[src/rtl/pattern_match_det.sv]
module pattern_match_det #(
  parameter int W = 8,
  localparam int IW = (W > 1) ? $clog2(W) : 1
) (
  input  logic          clk,
  input  logic          rst_n,
  input  logic [W-1:0]  port_in,
  input  logic [W-1:0]  inv_mask,
  input  logic [W-1:0]  pat_sel,
  input  logic [W-1:0]  pat_edge,
  input  logic [W-1:0]  pat_sense,
  input  logic [1:0]    mode,
  input  logic          capture_en,
  input  logic          match_clr,
  output logic          match_flag,
  output logic [IW-1:0] match_idx,
  output logic [W-1:0]  data_q
);

  localparam logic [1:0] M_OFF = 2'b00;
  localparam logic [1:0] M_AND = 2'b01;
  localparam logic [1:0] M_OR  = 2'b10;
  localparam logic [1:0] M_PRI = 2'b11;

  logic [W-1:0]  adj, prev, rise, fall, lvl, edg, cond, active;
  logic          prev_vld, frozen, hit, pending, hold, upd_idx;
  logic [IW-1:0] cand;

  assign adj    = port_in ^ inv_mask;
  assign rise   = {W{prev_vld}} & adj & ~prev;
  assign fall   = {W{prev_vld}} & ~adj & prev;
  assign lvl    = ~(adj ^ pat_sense);
  assign edg    = (pat_sense & rise) | (~pat_sense & fall);
  assign active = pat_sel | pat_edge;
  assign cond   = (pat_sel & ((~pat_edge & lvl) | (pat_edge & edg)))
                | (~pat_sel & pat_edge & (rise | fall));

  always_comb begin
    unique case (mode)
      M_AND:       hit = (|active) && (&(cond | ~active));
      M_OR, M_PRI: hit = |cond;
      default:     hit = 1'b0;
    endcase
  end

  always_comb begin
    cand = '0;
    for (int i = 0; i < W; i++)
      if (cond[i]) cand = IW'(i);
  end

  assign pending = match_flag && !match_clr;
  assign hold    = frozen && !match_clr;
  assign upd_idx = (mode == M_PRI) && hit && (!pending || cand > match_idx);

  always_ff @(posedge clk) begin
    if (!rst_n) begin
      prev       <= '0;
      prev_vld   <= 1'b0;
      match_flag <= 1'b0;
      match_idx  <= '0;
      data_q     <= '0;
      frozen     <= 1'b0;
    end else begin
      prev     <= adj;
      prev_vld <= 1'b1;
      if (hit)            match_flag <= 1'b1;
      else if (match_clr) match_flag <= 1'b0;
      if (upd_idx)        match_idx <= cand;
      else if (match_clr) match_idx <= '0;
      if (!hold)          data_q <= adj;
      if (capture_en && hit && !hold) frozen <= 1'b1;
      else if (match_clr)             frozen <= 1'b0;
    end
  end


  hit_sets_flag_chk: assert property (@(posedge clk) disable iff (!rst_n)
    hit |=> match_flag);

  clr_drops_flag_chk: assert property (@(posedge clk) disable iff (!rst_n)
    (!hit && match_clr) |=> !match_flag);

  flag_sticky_chk: assert property (@(posedge clk) disable iff (!rst_n)
    (!hit && !match_clr) |=> $stable(match_flag));

  frozen_hold_chk: assert property (@(posedge clk) disable iff (!rst_n)
    (frozen && !match_clr) |=> $stable(data_q));

  idx_rises_only_chk: assert property (@(posedge clk) disable iff (!rst_n)
    (mode == M_PRI && match_flag && !match_clr) |=> (match_idx >= $past(match_idx)));

  off_mode_chk: assert property (@(posedge clk) disable iff (!rst_n)
    (mode == M_OFF && !match_clr) |=> $stable(match_flag));

  all_ignored_chk: assert property (@(posedge clk) disable iff (!rst_n)
    (mode == M_AND && active == '0) |-> !hit);

endmodule

[config.mk]
export PLATFORM = sky130hd
export DESIGN_NAME = pattern_match_det
export DESIGN_NICKNAME = d
export VERILOG_FILES = /design/src/rtl/pattern_match_det.sv
export SDC_FILE = /design/constraint.sdc
export NUM_CORES = 1
export LEC_CHECK = 0
export BUFFER_PORTS_ARGS = -buffer_cell sky130_fd_sc_hd__buf_2
export CELL_PAD_IN_SITES_DETAIL_PLACEMENT = 0
export CELL_PAD_IN_SITES_GLOBAL_PLACEMENT = 1
export CORE_MARGIN = 2
export CORE_UTILIZATION = 35
export CTS_CLUSTER_DIAMETER = 100
export DETAILED_ROUTE_END_ITERATION = 12
export HOLD_SLACK_MARGIN = 0.15
export PLACE_DENSITY_LB_ADDON = 0.1
export SLEW_MARGIN = 20
export SYNTH_ARGS = -nofsm -noshare
export SYNTH_HDL_FRONTEND = slang
export SYNTH_SLANG_ARGS = --single-unit
[constraint.sdc]
create_clock -name clk -period 3.6 [get_ports clk]
set_input_delay 0.18 -clock clk [delete_from_list [all_inputs] [get_ports clk]]
set_output_delay 0.18 -clock clk [all_outputs]
set_load 0.01 [all_outputs]
==> flow_metrics.tcl <==
set metrics [dict create \
    tns_ns 0 \
    cts_num_sinks 22 \
    synth_area_mm2 0.00147 \
    yosys-top-cells-count "24 x nor2_1, 22 x dfxtp_1, 11 x xnor2_1, 9 x nand2_1" \
    grt_max_degree 19 \
    max_freq_ghz 0.317 \
    hold_viol 0 \
    synthCells 162 \
    ys_seq_area_frac 0.299 \
    start_util 0.366 \
    fillers 415 \
    yosysUniqueCellTypes 50 \
    drt-wirelength-per-cell_um 13.7 \
    max_slew_margin 0.577 \
    synth_most_common_cell "nor2_1" \
    critPathMaxFanout 5 \
    cts_made_buffers 3 \
    async_flop_share 0 \
    period_needed_ns 3.16 \
    clockPowerShare 0.270 \
    insertion_delay_ns 0.26 \
    drive_gt1_frac 0.339 \
    diodes 0 \
    ant_nets 0 \
    p_switching_w 0.000212 \
    grt.total_usage 0.166 \
    status "completed" \
    holdWs_ns 0.168 \
    ios 58 \
    clockBufferDepth 2 \
    avgSynthCellArea_um2 9.09 \
    seqPwrFrac 0.400 \
    rsz0062_at_grt "no" \
    clk_pin_slew_ns 0.09 \
    syn_to_final_growth_pct 27.0 \
    startpoint_type "flip-flop" \
    crit_arrival_ns 3.34 \
    worst-slew-pin-transition_ns 0.634 \
    drt_first_pass_iters 4 \
    swShare 0.311 \
    cap_violations 0 \
    worst-setup-path-type "reg2reg" \
    critical_path.endpoint_type "flip-flop" \
    yosys_warnings 0 \
    power_density_mw_per_mm2 364 \
    cp.required_ns 3.78 \
    setup_viol 0 \
    h-tree-depth 1 \
    timing.final.crit_share 0.878 \
    fp.dieH_um 68.9 \
    drt_iter0_drc 54 \
    place_congestion 0.873 \
    root_buffer "clkbuf_8" \
    synth_edf_count 0 \
    hpwl_um 3010 \
    hold_path_class "in2reg" \
    num-nets-final 271 \
    cts_tree "built" \
    grt_pass1_wl_um 5830 \
    drc_errors 0 \
    ff_latch_area_um2 440 \
    grt_pass1_vias 1289 \
    netlist.area_leader.share 0.299 \
    power_leakage_nw 0.851 \
    skew_ns 0.00186 \
    overflow 0 \
    p_comb_frac 0.330 \
    synth_area_leaders "dfxtp_1 30%, xor3_1 8.1%, xnor2_1 6.5%" \
    port_buffers 57 \
    intPower_w 0.000468 \
    vias 1378 \
    die_area_mm2 0.00474 \
    synth_top_cell_by_area "dfxtp_1" \
    slew_viol_final 0 \
    rows 23 \
    wirelength_um 3720 \
    syn-num-nets 211 \
    fin_total_pwr_w 0.000680 \
    multi_input_area_um2 980 \
    max-vdd-ir-drop_v 0.000127 \
    ys.flop_type "dfxtp_1" \
    core-area_mm2 0.00403 \
    cts_setup_buffers 0 \
    fp.dieW_um 68.9 \
    synth-seq-cells 22 \
    viasPerCell 5.08 \
    antenna_found_initial 0 \
]
power by group through the flow:
stage               clock network, W  registers (W)  logic (W)
floorplan                          0       0.000282   0.000145
global placement                   0       0.000277   0.000218
detailed placement                 0       0.000278   0.000224
CTS                         0.000192       0.000272   0.000226
global route                0.000204       0.000276   0.000250
finish                      0.000184       0.000272   0.000224
kinds of logic after synthesis:
group,count (synthesis),share of synthesized area
XOR/XNOR,18,0.158
multiplexers,1,0.00680
AND/OR/NAND/NOR,61,0.216
flip-flops,22,0.299
buffers and inverters,12,0.0357
AO/OA/AOI/OAI,45,0.259
adder cells (fa/ha/maj),3,0.0255
worst paths after layout:
path,start,slack (ns),cells after the start,endpoint
worst max-delay path,prev_vld,0.44,13,match_idx[0]
worst min-delay path,capture_en,0.17,3,frozen
worst max register to register,prev_vld,0.44,13,match_idx[0]
worst min register to register,data_q[7],0.50,2,data_q[7]
routing by layer:
layer	part of all wire	track usage	vias up
met5	0	0	-
met3	0.060	0.0260	2
met2	0.47	0.291	37
met1	0.46	0.214	631
met4	0.0057	0.0368	0
li1	-	-	708
flip-flops by register name, indices dropped and copies added, names as in the netlist:
name	cells
data_q	8
frozen	1
match_flag	1
match_idx	3
prev	8
prev_vld	1
metrics by stage:
step                      utilization  setup slack [ns]  instances  instance area (um^2)
after CTS                       0.464             0.463        271                  1870
after global routing            0.464             0.267        271                  1870
after detailed placement        0.448             0.346        266                  1810
after global placement          0.448             0.525        266                  1810
final                           0.464             0.441        271                  1870
after floorplan                     -             0.677        162                  1470
cells in the final DEF, fill, tap and decap left out, drive strengths merged, types with 5 or more instances in the layout:
cell | synthesis | layout
inv | 7 | 7
nand2 | 9 | 9
buf | 2 | 58
a21oi | 7 | 7
xor3 | 5 | 5
a211oi | 9 | 9
dfxtp | 22 | 22
nor2 | 24 | 24
xnor2 | 11 | 11
nand3 | 5 | 5
repair_timing:
item,4_1_cts,5_1_grt
hold buffers,1,0
gates resized for setup,0,0
endpoints found under the hold margin,1,0
final cells by class:
class                   count  share of cell area
multi-input cells         128               0.524
flip-flops and latches     22               0.235
repair buffers             59               0.162
well taps                  50              0.0334
clock buffers               4              0.0294
inverters                   8              0.0161
worst max-delay path, stage by stage, from the launching register on:
cell	delay, ns
dfxtp_1	0.38
or3b_1	0.35
a32o_1	0.27
o22a_1	0.28
nand2_1	0.14
nand2_1	0.07
ha_1	0.31
nor2b_1	0.14
o21ai_0	0.15
a32oi_1	0.08
o211ai_1	0.32
a31oi_4	0.08
or3b_1	0.36
a21oi_1	0.14
Note: power is estimated with default switching activity, not from simulation.
